$ cat src/rtl/rbr_pkg.sv
package rbr_pkg;
  typedef enum logic [1:0] {
    OWN_NONE = 2'd0,
    OWN_RING = 2'd1,
    OWN_INJ  = 2'd2
  } owner_e;
endpackage

$ cat src/rtl/rbr_in_buf.sv
module rbr_in_buf #(
  parameter int WIDTH = 16,
  parameter int DEPTH = 5
) (
  input  logic             clk_i,
  input  logic             rst_ni,
  input  logic             push_i,
  input  logic [WIDTH-1:0] data_i,
  input  logic             pop_i,
  output logic [WIDTH-1:0] data_o,
  output logic             empty_o,
  output logic             full_o
);
  localparam int PW = (DEPTH > 1) ? $clog2(DEPTH) : 1;
  localparam int CW = $clog2(DEPTH + 1);

  logic [WIDTH-1:0] mem_q [DEPTH];
  logic [PW-1:0]    wr_q, rd_q;
  logic [CW-1:0]    cnt_q;

  always_ff @(posedge clk_i or negedge rst_ni) begin
    if (!rst_ni) begin
      wr_q  <= '0;
      rd_q  <= '0;
      cnt_q <= '0;
    end else begin
      if (push_i) wr_q <= (wr_q == PW'(DEPTH - 1)) ? '0 : wr_q + 1'b1;
      if (pop_i)  rd_q <= (rd_q == PW'(DEPTH - 1)) ? '0 : rd_q + 1'b1;
      cnt_q <= cnt_q + CW'(push_i) - CW'(pop_i);
    end
  end

  always_ff @(posedge clk_i) begin
    if (push_i) mem_q[wr_q] <= data_i;
  end

  assign data_o  = mem_q[rd_q];
  assign empty_o = (cnt_q == '0);
  assign full_o  = (cnt_q == CW'(DEPTH));

  assert_no_overflow_R11: assert property (@(posedge clk_i) disable iff (!rst_ni)
    push_i |-> (!full_o || pop_i));
  assert_no_underflow_R11: assert property (@(posedge clk_i) disable iff (!rst_ni)
    pop_i |-> !empty_o);
endmodule

$ cat src/rtl/rbr_credit_ctr.sv
module rbr_credit_ctr #(
  parameter int DEPTH = 5
) (
  input  logic                       clk_i,
  input  logic                       rst_ni,
  input  logic                       take_i,
  input  logic                       give_i,
  output logic [$clog2(DEPTH+1)-1:0] credits_o
);
  localparam int CW = $clog2(DEPTH + 1);

  logic [CW-1:0] cred_q;

  always_ff @(posedge clk_i or negedge rst_ni) begin
    if (!rst_ni) cred_q <= CW'(DEPTH);
    else         cred_q <= cred_q + CW'(give_i) - CW'(take_i);
  end

  assign credits_o = cred_q;

  assert_credit_bound_R9: assert property (@(posedge clk_i) disable iff (!rst_ni)
    int'(cred_q) <= DEPTH);
  assert_no_send_empty_R9: assert property (@(posedge clk_i) disable iff (!rst_ni)
    take_i |-> (cred_q != '0));
endmodule

$ cat src/rtl/rbr_out_arb.sv
module rbr_out_arb
  import rbr_pkg::*;
#(
  parameter int PKT_FLITS = 2,
  parameter int CW        = 3
) (
  input  logic          clk_i,
  input  logic          rst_ni,
  input  logic [CW-1:0] credits_i,
  input  logic          ring_valid_i,
  input  logic          ring_head_i,
  input  logic          ring_tail_i,
  input  logic          inj_valid_i,
  input  logic          inj_head_i,
  input  logic          inj_tail_i,
  output logic          ring_gnt_o,
  output logic          inj_gnt_o
);
  owner_e own_q, own_d;
  logic   room_ring, room_inj, room_body, ring_head_wait;

  // bubble rule: transit needs one packet of room, injection needs two
  assign room_ring      = int'(credits_i) >= PKT_FLITS;
  assign room_inj       = int'(credits_i) >= 2 * PKT_FLITS;
  assign room_body      = credits_i != '0;
  assign ring_head_wait = ring_valid_i && ring_head_i;

  assign ring_gnt_o = ring_valid_i &&
    (ring_head_i ? (own_q == OWN_NONE && room_ring) : (own_q == OWN_RING && room_body));
  assign inj_gnt_o  = inj_valid_i &&
    (inj_head_i ? (own_q == OWN_NONE && !ring_head_wait && room_inj)
                : (own_q == OWN_INJ && room_body));

  always_comb begin
    own_d = own_q;
    if (ring_gnt_o)     own_d = ring_tail_i ? OWN_NONE : OWN_RING;
    else if (inj_gnt_o) own_d = inj_tail_i  ? OWN_NONE : OWN_INJ;
  end

  always_ff @(posedge clk_i or negedge rst_ni) begin
    if (!rst_ni) own_q <= OWN_NONE;
    else         own_q <= own_d;
  end

  assert_ring_first_R7: assert property (@(posedge clk_i) disable iff (!rst_ni)
    (ring_head_wait && own_q == OWN_NONE && room_ring) |-> !inj_gnt_o);
  assert_lock_ring_R8: assert property (@(posedge clk_i) disable iff (!rst_ni)
    (own_q == OWN_RING) |-> !inj_gnt_o);
  assert_lock_inj_R8: assert property (@(posedge clk_i) disable iff (!rst_ni)
    (own_q == OWN_INJ) |-> !ring_gnt_o);
endmodule

$ cat src/rtl/ring_bubble_router.sv
module ring_bubble_router #(
  parameter int FLIT_W    = 16,
  parameter int DEST_W    = 3,
  parameter int BUF_DEPTH = 5,
  parameter int PKT_FLITS = 2,
  parameter int NODE_ID   = 0
) (
  input  logic              clk_i,
  input  logic              rst_ni,
  input  logic              ring_in_valid_i,
  input  logic [FLIT_W-1:0] ring_in_flit_i,
  output logic              ring_in_credit_o,
  output logic              ring_out_valid_o,
  output logic [FLIT_W-1:0] ring_out_flit_o,
  input  logic              ring_out_credit_i,
  input  logic              inj_valid_i,
  input  logic [FLIT_W-1:0] inj_flit_i,
  output logic              inj_ready_o,
  output logic              ej_valid_o,
  output logic [FLIT_W-1:0] ej_flit_o
);
  localparam int HEAD_BIT = FLIT_W - 1;
  localparam int TAIL_BIT = FLIT_W - 2;
  localparam int DEST_LSB = FLIT_W - 2 - DEST_W;
  localparam int CW       = $clog2(BUF_DEPTH + 1);

  logic [FLIT_W-1:0] buf_flit;
  logic              buf_empty, buf_full, buf_valid;
  logic              to_eject, to_fwd, pop, route_ej_q;
  logic              ring_gnt, inj_gnt;
  logic [CW-1:0]     credits;
  logic              out_valid_q, ej_valid_q, cred_ret_q;
  logic [FLIT_W-1:0] out_flit_q, ej_flit_q;

  rbr_in_buf #(.WIDTH(FLIT_W), .DEPTH(BUF_DEPTH)) i_in_buf (
    .clk_i   (clk_i),
    .rst_ni  (rst_ni),
    .push_i  (ring_in_valid_i),
    .data_i  (ring_in_flit_i),
    .pop_i   (pop),
    .data_o  (buf_flit),
    .empty_o (buf_empty),
    .full_o  (buf_full)
  );

  assign buf_valid = !buf_empty;
  // route computed on head, body flits follow the held route
  assign to_eject = buf_valid && (buf_flit[HEAD_BIT]
                    ? (buf_flit[DEST_LSB +: DEST_W] == DEST_W'(NODE_ID)) : route_ej_q);
  assign to_fwd   = buf_valid && !to_eject;
  assign pop      = to_eject || ring_gnt;

  always_ff @(posedge clk_i or negedge rst_ni) begin
    if (!rst_ni)                       route_ej_q <= 1'b0;
    else if (pop && buf_flit[HEAD_BIT]) route_ej_q <= to_eject;
  end

  rbr_credit_ctr #(.DEPTH(BUF_DEPTH)) i_credit (
    .clk_i     (clk_i),
    .rst_ni    (rst_ni),
    .take_i    (ring_gnt || inj_gnt),
    .give_i    (ring_out_credit_i),
    .credits_o (credits)
  );

  rbr_out_arb #(.PKT_FLITS(PKT_FLITS), .CW(CW)) i_arb (
    .clk_i        (clk_i),
    .rst_ni       (rst_ni),
    .credits_i    (credits),
    .ring_valid_i (to_fwd),
    .ring_head_i  (buf_flit[HEAD_BIT]),
    .ring_tail_i  (buf_flit[TAIL_BIT]),
    .inj_valid_i  (inj_valid_i),
    .inj_head_i   (inj_flit_i[HEAD_BIT]),
    .inj_tail_i   (inj_flit_i[TAIL_BIT]),
    .ring_gnt_o   (ring_gnt),
    .inj_gnt_o    (inj_gnt)
  );

  always_ff @(posedge clk_i or negedge rst_ni) begin
    if (!rst_ni) begin
      out_valid_q <= 1'b0;
      out_flit_q  <= '0;
      ej_valid_q  <= 1'b0;
      ej_flit_q   <= '0;
      cred_ret_q  <= 1'b0;
    end else begin
      out_valid_q <= ring_gnt || inj_gnt;
      if (ring_gnt)     out_flit_q <= buf_flit;
      else if (inj_gnt) out_flit_q <= inj_flit_i;
      ej_valid_q <= to_eject;
      if (to_eject) ej_flit_q <= buf_flit;
      cred_ret_q <= pop;
    end
  end

  assign ring_out_valid_o = out_valid_q;
  assign ring_out_flit_o  = out_flit_q;
  assign ej_valid_o       = ej_valid_q;
  assign ej_flit_o        = ej_flit_q;
  assign ring_in_credit_o = cred_ret_q;
  assign inj_ready_o      = inj_gnt;

  // checking state: a packet is open on the ring output
  logic out_open_q;
  always_ff @(posedge clk_i or negedge rst_ni) begin
    if (!rst_ni)               out_open_q <= 1'b0;
    else if (ring_out_valid_o) out_open_q <= !ring_out_flit_o[TAIL_BIT];
  end

  assert_no_interleave_R8: assert property (@(posedge clk_i) disable iff (!rst_ni)
    (ring_out_valid_o && ring_out_flit_o[HEAD_BIT]) |-> !out_open_q);
  assert_bubble_inject_R6: assert property (@(posedge clk_i) disable iff (!rst_ni)
    (inj_ready_o && inj_flit_i[HEAD_BIT]) |-> (int'(credits) >= 2 * PKT_FLITS));
  assert_eject_credit_R10: assert property (@(posedge clk_i) disable iff (!rst_ni)
    ej_valid_o |-> ring_in_credit_o);
  assert_full_no_write_R11: assert property (@(posedge clk_i) disable iff (!rst_ni)
    (buf_full && !pop) |-> !ring_in_valid_i);
endmodule

$ cat config.mk
export PLATFORM = sky130hd
export DESIGN_NAME = ring_bubble_router
export DESIGN_NICKNAME = d
export VERILOG_FILES = /design/src/rtl/rbr_pkg.sv /design/src/rtl/rbr_in_buf.sv /design/src/rtl/rbr_credit_ctr.sv /design/src/rtl/rbr_out_arb.sv /design/src/rtl/ring_bubble_router.sv
export SDC_FILE = /design/constraint.sdc
export NUM_CORES = 1
export LEC_CHECK = 0
export CORE_UTILIZATION = 55
export CTS_CLUSTER_SIZE = 8
export DETAILED_ROUTE_END_ITERATION = 16
export DONT_BUFFER_PORTS = 1
export PLACE_DENSITY_LB_ADDON = 0.3
export RECOVER_POWER = 100
export SETUP_SLACK_MARGIN = 0.3
export SYNTH_ARGS = -nofsm -noshare
export SYNTH_HDL_FRONTEND = slang
export SYNTH_SLANG_ARGS = --single-unit
$ cat constraint.sdc
create_clock -name clk_i -period 5.25 [get_ports clk_i]
set_input_delay 0.525 -clock clk_i [delete_from_list [all_inputs] [get_ports clk_i]]
set_output_delay 0.525 -clock clk_i [all_outputs]
set_load 0.05 [all_outputs]
==> key figures, run 1 <==
GRT
  – GRT overflow: 0
  – Initial antenna violation count: 0
  – First-pass GRT wire length: 15300 microns
  – Number of global-route vias before repair: 2937
  – Pin count of the biggest net entering global routing: 51
  – GRT Overall Usage: 20.9%

Timing
  – Slew Viols, Final: 83
  – Fmax: 244 MHz
  – RSZ-0062 raised after global routing: no
  – Worst Tran Pin Value: 2.61 ns
  – Final period utilization: 78.0%
  – Final Hold Viols: 0
  – Max_slew headroom: -73.8%
  – Skew final: 0.00793 ns
  – Fin Hold WS: 0.0968 ns
  – Crit path time final: 4.10 ns
  – Setup TNS: 0 ns
  – Finish-stage setup viols: 0

Clocking
  – CTS tree: yes
  – H-tree depth: 4
  – Longest Clk Path Bufs: 2
  – Root buffer cell: clkbuf_8
  – Post-CTS Setup Inserts: 0
  – Clock latency on the worst-skew pair: 0.52 ns
  – Clk slew on worst S/H paths: 0.07 ns
  – Cts bufs inserted: 17
  – CTS sink cnt: 130

Worst setup path
  – CP cell instances: clkbuf_1, mux2i_1, nand2_1, a32oi_1, and2_0, o21a_1, buf_4, nand2_1, ha_1, inv_1, ha_1, fa_1, xnor2_1
  – Setup crit end kind: register
  – Critical Path AT: 4.54 ns
  – CP max stage delay: 0.75 ns
  – Crit path kind: register to register
  – Worst endpoint required time: 5.70 ns
  – CP Max Fanout: 15
  – Crit start category: register
  – Reg2reg setup slack: 1.15 ns
  – Slowest cell on the critical path: dfrtp_1

Synth
  – Yosys reg bits: 130
  – Area of the mapped netlist: 5440 sq um
  – Ys flop type: edfxtp_1
  – Synth warn: 0
  – Share of the synthesized area in the top cell type: 44.2%
  – Syn Area/Cell: 15.7 sq um
  – Netlist cell types: 44
  – Top cells by area, synth: edfxtp_1 (44%), dfrtp_1 (22%), mux2i_1 (8.3%)
  – Post-synth EDFFs: 80
  – FFs w/ async S/R, synth: 38.5%
  – Post-synthesis sequential area ratio: 67.2%
  – Synth area leader: edfxtp_1
  – Mapped Nets: 395
  – Synth Instances: 346

Detailed routing
  – Initial detailed-routing violation count: 141
  – Antenna Nets Post-Route: 0
  – Vias/cell: 5.62
  – Total Wirelength: 9690 microns
  – Via count: 2816
  – # DRC: 0
  – Routed wire per std cell: 19.3 microns
  – First-pass detailed-route iteration total: 4

Pwr
  – Leak: 2.51 nW
  – Worst vdd ir: 0.297 mV
  – Pwr dens: 727 nW/um^2

Floorplan
  – Site row count: 35
  – Die Y: 101 microns
  – # IOs: 73
  – Initial core utilization: 57.8%
  – Die Area: 10300 sq um
  – Core box area: 9420 sq um
  – Die span in x: 101 microns

Place
  – Post-DP HPWL: 6270 microns
  – Routability cong.: 0.809
  – # port buffers: 0

Layout
  – Antenna diode count: 0
  – Ratio of cells with drive above 1 in the final layout: 14.0%
  – Fill cells: 666
  – Layout area overhead: 12.8%
  – Fin nets: 408

Job
  – Max cap viols: 3

Worst hold path
  – Worst hold-check path type: input pin to register

Outcome
  – Failing checks: max-capacitance violations, max-slew violations
  – Status: finished with violations
[cells by family (layout without fill, tap and decap cells)]
logic type,Yosys count,in the layout,share of synthesized area (%)
xor gates and xnor gates,3,3,0.483
DFF,130,130,67.2
and+or+nand+nor,59,59,5.13
AOI/OAI and AO/OA,48,48,5.87
muxes,61,61,14.9
adders and majority gates,12,12,3.04
buffers and inverters,33,59,3.34
[critical path: cells and delay by family, from the launching register on]
kind | cells | cell delay (ns)
AO/OA/AOI/OAI | 2 | 0.49
XOR/XNOR | 1 | 0.17
adder cells (fa/ha/maj) | 3 | 0.85
buffers and inverters | 3 | 0.95
flip-flops | 1 | 0.75
multiplexers | 1 | 0.26
AND/OR/NAND/NOR | 3 | 0.56
[cell usage after synthesis (all sizes together) (2+ instances only)]
master,number
o21ai,24
mux4,14
mux2,2
fa,2
buf,13
nand2,30
nor3b,2
inv,18
ha,10
nand2b,7
nor2,6
o21a,4
a31oi,2
nand3,3
a21oi,4
a22oi,4
dfstp,2
mux2i,45
nor3,4
edfxtp,80
o31ai,2
nor2b,2
clkbuf,2
dfrtp,48
xnor2,3
[layer usage]
| metal | global-route usage [%] | vias up | share of wire, % |
|---|---|---|---|
| li1 | - | 1321 | - |
| met1 | 26.9 | 1391 | 44 |
| met2 | 32.0 | 96 | 46 |
| met3 | 7.94 | 8 | 9.0 |
| met4 | 9.36 | 0 | 1.2 |
| met5 | 0 | - | 0 |
[through the flow]
step | instances | total power (W) | setup slack, ns | cell area, sq um | util, %
floorplan | 346 | 0.00307 | 2.30 | 5440 | -
global placement | 467 | 0.00328 | 1.67 | 5570 | 59.1
detailed placement | 467 | 0.00333 | 1.55 | 5570 | 59.1
CTS | 501 | 0.00453 | 1.53 | 6210 | 65.9
global route | 501 | 0.00472 | 0.774 | 6130 | 65.1
finish | 501 | 0.00446 | 1.15 | 6130 | 65.1
[worst paths after layout]
check | endpoint | startpoint | cells past startpoint
setup / recovery | i_credit.credits_o[2] | i_in_buf.rd_q[0] | 13
hold / removal | i_in_buf.mem_q[1][0] | ring_in_flit_i[0] | 0
setup reg to reg | i_credit.credits_o[2] | i_in_buf.rd_q[0] | 13
hold reg to reg | ring_out_flit_o[3] | i_in_buf.mem_q[4][3] | 2
max in group asynchronous | ej_flit_o[11] | rst_ni | 2
min in group asynchronous | i_in_buf.rd_q[1] | rst_ni | 2
[state kept, by name, indices dropped and copies added, names as in the netlist, 2 cells and up]
signal,cells
i_in_buf.mem_q,80
ej_flit_o,16
ring_out_flit_o,16
i_credit.credits_o,3
i_in_buf.cnt_q,3
i_in_buf.rd_q,3
i_in_buf.wr_q,3
i_arb.own_q,2
[what timing repair did]
| item | CTS | global route |
|---|---|---|
| hold buffers | 2 | 0 |
| resized for setup | 0 | 0 |
| endpoints found under the hold margin | 50 | 0 |
[power by group]
part | internal [W] | switching [W]
combinational | 0.000547 | 0.000674
sequential | 0.00139 | 0.000660
clock | 0.000700 | 0.000481
total | 0.00264 | 0.00182
[cell usage in the layout, fill, tap and decap left out, types with 5 or more instances in the layout]
master,Yosys,layout
clkbuf_1,2,5
clkbuf_16,0,16
dfrtp_1,48,48
edfxtp_1,80,80
ha_1,10,10
inv_1,18,18
inv_6,0,5
mux2i_1,45,45
mux4_1,6,6
mux4_2,8,8
nand2_1,30,30
nand2b_1,7,7
nor2_1,6,6
o21ai_0,23,23
[layout make-up]
| class | instances | area, sq um | area share (%) |
|---|---|---|---|
| flip-flops and latches | 130 | 3660 | 59.6 |
| multi-input cells | 183 | 1590 | 26.0 |
| clock buffers | 17 | 414 | 6.75 |
| clock inverters | 15 | 189 | 3.08 |
| well taps | 129 | 161 | 2.63 |
| inverters | 18 | 67.6 | 1.10 |
| repair buffers | 9 | 51.3 | 0.837 |
Note: power is estimated with default switching activity, not from simulation.
==> inputs of run 2 (changes only) <==
Settings changed: ABC_AREA set to 1.
Clock period 5.25 ns to 3.8 ns, I/O delays scaled along.
==> key figures, run 2 <==
Outcome
  – Status: finished with violations
  – Failing checks: max-capacitance violations, max-slew violations

Clocking
  – Clk slew on worst S/H paths: 0.06 ns
  – Post-CTS Resized: 0
  – Root buffer cell: clkbuf_8
  – Longest Clk Path Bufs: 2
  – H-tree depth: 4
  – Cts bufs inserted: 17
  – CTS tree: yes
  – Clock latency on the worst-skew pair: 0.52 ns
  – CTS sink cnt: 130

GRT
  – Initial antenna violation count: 0
  – First-pass GRT wire length: 19300 microns
  – GRT overflow: 0
  – GRT Overall Usage: 23.3%
  – Number of global-route vias before repair: 3933
  – Pin count of the biggest net entering global routing: 51

Synth
  – Top cells by area, synth: edfxtp_1 (42%), dfrtp_1 (21%), nand2_1 (8.1%)
  – Post-synthesis sequential area ratio: 64.1%
  – Syn Area/Cell: 10.5 sq um
  – Most frequent cell after synthesis: nand2_1
  – Area of the mapped netlist: 5710 sq um
  – Commonest cells post-synth: nand2_1 (123), edfxtp_1 (80), nor2_1 (73)
  – Yosys reg bits: 130
  – FFs w/ async S/R, synth: 38.5%
  – Synth warn: 0
  – Synth Instances: 544
  – Netlist cell types: 34
  – Share of the synthesized area in the top cell type: 42.1%
  – Mapped Nets: 593
  – Post-synth EDFFs: 80
  – Synth area leader: edfxtp_1
  – Ys flop type: edfxtp_1

Timing
  – Fmax: 313 MHz
  – Crit path time final: 3.20 ns
  – Finish-stage setup viols: 0
  – Max_slew headroom: -79.3%
  – Final period utilization: 84.1%
  – Worst Tran Pin Value: 2.69 ns
  – Setup TNS: 0 ns
  – Fin Hold WS: 0.0230 ns
  – Final Hold Viols: 0
  – Slew Viols, Final: 136
  – Skew final: 0.00889 ns
  – RSZ-0062 raised after global routing: no

Layout
  – Antenna diode count: 0
  – Fill cells: 755
  – Ratio of cells with drive above 1 in the final layout: 9.71%
  – Commonest non-fill, non-tap cells in the layout: nand2_1 (124), edfxtp_1 (80), nor2_1 (74)
  – Layout area overhead: 13.6%
  – Max reg flops: 80
  – Register with the most flip-flops: i_in_buf.mem_q
  – Commonest non-fill, non-tap cell in the layout: nand2_1
  – Fin nets: 613

Worst setup path
  – Crit path kind: register to output pin
  – Critical path's most frequent cell: nand2_1
  – Crit start category: register
  – Setup crit end kind: output pin
  – CP Max Fanout: 34
  – RR Startpoint: i_in_buf.rd_q[0]
  – Slowest cell on the critical path: dfrtp_1
  – Critical Path AT: 2.82 ns
  – Critical Path Source: i_in_buf.rd_q[0]
  – CP cell instances: inv_4, nand2_1, nand3_1, nand3_1, nand2_1, nand3_1, nand4_1, nand2_1, nand2_1, nand2_2, clkbuf_2, inv_1
  – CP max stage delay: 0.42 ns
  – Worst endpoint required time: 3.42 ns

Detailed routing
  – Via count: 3819
  – First-pass detailed-route iteration total: 5
  – Antenna Nets Post-Route: 0
  – Vias/cell: 5.38
  – Routed wire per std cell: 16.5 microns
  – Total Wirelength: 11700 microns
  – # DRC: 0
  – Initial detailed-routing violation count: 366

Place
  – Post-DP HPWL: 7240 microns
  – Routability cong.: 0.749
  – # port buffers: 0

Floorplan
  – Core box area: 9910 sq um
  – Die Area: 10800 sq um
  – Die Y: 104 microns
  – Die span in x: 104 microns
  – Initial core utilization: 57.6%
  – Site row count: 36
  – # IOs: 73

Job
  – Max cap viols: 6

Worst hold path
  – Hold Startpoint: ring_in_valid_i
  – Worst hold-check path type: input pin to register
## run 2: through the flow
step | util (%) | setup WS [ns] | area, sq um | std cells
2_1_floorplan | - | 1.17 | 5710 | 544
3_3_place_gp | 58.2 | 0.909 | 5770 | 658
3_5_place_dp | 58.2 | 0.787 | 5770 | 658
4_1_cts | 66.3 | 0.707 | 6570 | 710
5_1_grt | 65.4 | 0.377 | 6480 | 710
6_report | 65.4 | 0.603 | 6480 | 710
## run 2: critical path, delay by kind of cell, from the launching register on
| family | cells | cell delay (ns) |
|---|---|---|
| DFF | 1 | 0.42 |
| and+or+nand+nor | 9 | 0.91 |
| buffers and inverters | 3 | 0.95 |
## run 2: logic make-up (layout without fill, tap and decap cells)
kind of cell / Yosys count / count (layout) / synth area share, %
flops: 130 / 130 / 64.1
simple gates: 261 / 261 / 20.0
buf+inv: 75 / 108 / 6.36
fa+ha+maj: 12 / 12 / 2.89
compound gates: 62 / 62 / 6.03
xor+xnor: 4 / 4 / 0.614
## run 2: what timing repair did
item                                   CTS  global route
hold buffers                            20             0
setup buffers                            0             0
endpoints found under the hold margin  134             0
## run 2: worst paths after layout
kind / endpoint / slack [ns] / cells past startpoint
max in group asynchronous: i_in_buf.rd_q[0] / 0.96 / 2
max: inj_ready_o / 0.60 / 12
min: i_in_buf.wr_q[0] / 0.02 / 2
max reg2reg: i_credit.credits_o[2] / 0.63 / 15
min in group asynchronous: ring_out_flit_o[13] / 1.32 / 2
min reg2reg: i_in_buf.cnt_q[2] / 0.50 / 1
## run 2: cell type report
class                   instances  area [sq um]  area share, %
well taps                     133           166           2.57
clock buffers                  17           414           6.39
repair buffers                 26           236           3.65
flip-flops and latches        130          3660           56.4
multi-input cells             339          1650           25.5
clock inverters                15           168           2.59
inverters                      50           190           2.93
## run 2: metal layers
layer  GRT usage, %  routed length [microns]
met5              0                        0
met3           7.52                      815
met2           36.3                     5580
met1           30.7                     5160
met4           8.88                      146
Power of run 2 is not shown: default switching activity piles up to over one toggle a cycle in this logic, so the estimate is an artifact.
==> inputs of run 3 (changes only) <==
Clock period 3.8 ns to 2.6 ns, I/O delays scaled along.
==> key figures, run 3 (synthesis gave the netlist of run 2 again) <==
Outcome
  – Status: finished clean

Timing
  – RSZ-0062 raised after global routing: yes
  – Max_slew headroom: 15.9%
  – Crit path time final: 2.51 ns
  – Finish-stage setup viols: 0
  – Worst setup margin: 0.0914 ns
  – Worst Tran Pin Value: 1.26 ns
  – Skew final: 0.0112 ns
  – Slew Viols, Final: 0
  – Fmax: 399 MHz
  – Final Hold Viols: 0
  – Setup TNS: 0 ns
  – Fin Hold WS: 0.0670 ns
  – Final period utilization: 96.5%

Layout
  – Fin nets: 669
  – Multi-input gate area: 1790 sq um
  – Fill cells: 629
  – Final core utilization: 72.3%
  – Antenna diode count: 0
  – Register with the most flip-flops: i_in_buf.mem_q
  – Ratio of cells with drive above 1 in the final layout: 19.4%
  – Commonest non-fill, non-tap cell in the layout: nand2_1
  – Max reg flops: 80
  – Commonest non-fill, non-tap cells in the layout: nand2_1 (115), edfxtp_1 (80), nor2_1 (72)
  – Layout area overhead: 25.5%
  – FF+latch area: 3660 sq um

Detailed routing
  – First-pass detailed-route iteration total: 5
  – Via count: 4153
  – Vias/cell: 5.42
  – # DRC: 0
  – Routed wire per std cell: 16.8 microns
  – Highest Signal Layer: met4
  – Total Wirelength: 12900 microns
  – Antenna Nets Post-Route: 0
  – Met2 wire length: 6400 microns
  – M1 WL: 5260 microns
  – Routed wl met3: 1060 microns
  – Initial detailed-routing violation count: 366

Worst setup path
  – Worst endpoint required time: 3.04 ns
  – Reg2reg setup slack: 0.09 ns
  – Critical Path AT: 2.95 ns
  – CP Max Fanout: 5
  – RR Startpoint: i_in_buf.rd_q[0]
  – Buf/Inv on CP: 3
  – Crit path kind: register to register
  – CP max stage delay: 0.45 ns
  – Slowest cell on the critical path: dfrtp_2
  – Crit start category: register
  – Crit-path leading delay family: adder cells
  – Reg2Reg Depth: 17
  – Crit Reg-Reg Endpoint: i_credit.credits_o[2]
  – Setup crit end kind: register
  – CP cell instances: buf_6, nand2_2, nand2_1, nand2_1, nand3_2, nand2_2, nand3_4, nor2_4, nor2_8, buf_4, nand3_4, nand2_4, ha_4, inv_2, ha_4, fa_2, xnor2_2

GRT
  – GRT Overall Usage: 24.7%
  – Initial antenna violation count: 0
  – First-pass GRT wire length: 20500 microns
  – GRT overflow: 0
  – Number of global-route vias before repair: 4152
  – Pin count of the biggest net entering global routing: 51

Place
  – # port buffers: 0
  – Post-DP HPWL: 7420 microns
  – Pre-CTS setup slack: 0.0308 ns
  – Routability cong.: 0.830

Clocking
  – Clk slew on worst S/H paths: 0.06 ns
  – Clock latency on the worst-skew pair: 0.52 ns
  – CTS tree: yes
  – Cts bufs inserted: 17
  – CTS sink cnt: 130
  – Root buffer cell: clkbuf_8
  – H-tree depth: 4
  – Longest Clk Path Bufs: 2

Floorplan
  – Initial core utilization: 57.6%
  – Die Area: 10800 sq um
  – Die Y: 104 microns
  – Die span in x: 104 microns
  – Core box area: 9910 sq um
  – Site row count: 36
  – # IOs: 73

Worst hold path
  – Hold Startpoint: inj_valid_i
  – Hold Path Sink: i_arb.own_q[1]
  – Hold depth: 4
  – Worst hold-check path type: input pin to register

Job
  – Max cap viols: 0
-- run 3: cell types whose count changed in the layout (fill, tap and decap cells not counted), sizes merged --
cell / change
bufinv: -1
buf: +34
clkbuf: +6
dlygate4sd3: +16
clkinvlp: +2
inv: +4
clkinv: -5
-- run 3: per-layer routing --
metal / track usage [%] / vias to the layer above
li1: - / 1967
met1: 30.7 / 1992
met2: 41.6 / 178
met3: 6.95 / 16
met4: 8.57 / 0
met5: 0 / -
-- run 3: worst max-delay path by stage --
stage / startpoint / to / slack, ns / cells after the start
after global routing: i_in_buf.rd_q[0] / i_in_buf.cnt_q[2] / -0.06 / 15
after detailed placement: i_in_buf.rd_q[0] / i_credit.credits_o[2] / 0.03 / 17
final: i_in_buf.rd_q[0] / i_credit.credits_o[2] / 0.09 / 17
after global placement: i_in_buf.rd_q[0] / i_in_buf.cnt_q[2] / 0.12 / 16
after floorplan: i_in_buf.rd_q[0] / i_in_buf.cnt_q[2] / 0.007 / 17
after CTS: i_in_buf.rd_q[0] / inj_ready_o / 0.11 / 14
-- run 3: final cells by class --
| class | instances | area share [%] |
|---|---|---|
| timing repair buffer | 82 | 10.8 |
| tap | 133 | 2.32 |
| sequential | 130 | 51.1 |
| inverter | 50 | 2.72 |
| multi-input combinational | 339 | 25.0 |
| clock buffer | 17 | 5.78 |
| clock inverter | 15 | 2.24 |
-- run 3: metrics by stage --
step / std cells / instance area (sq um)
3_3_place_gp: 678 / 5940
2_1_floorplan: 544 / 5730
6_report: 766 / 7160
5_1_grt: 766 / 7160
3_5_place_dp: 678 / 5940
4_1_cts: 759 / 7060
-- run 3: tightest hold or removal path, cell delays in order --
cell and delay, ns:
inv_1 0.04, nor2_1 0.07, nand4_1 0.09, nand2_1 0.06
-- run 3: repair_timing --
| item | in CTS | in global routing |
|---|---|---|
| setup buffers | 12 | 5 |
| hold buffers | 36 | 0 |
| pin swaps | 12 | 16 |
| endpoints found under the hold margin | 152 | 0 |
| gates cloned | 1 | 2 |
| resized for setup | 22 | 17 |
| setup endpoints to repair | 6 | 22 |
Power of run 3 is left out for the same reason.
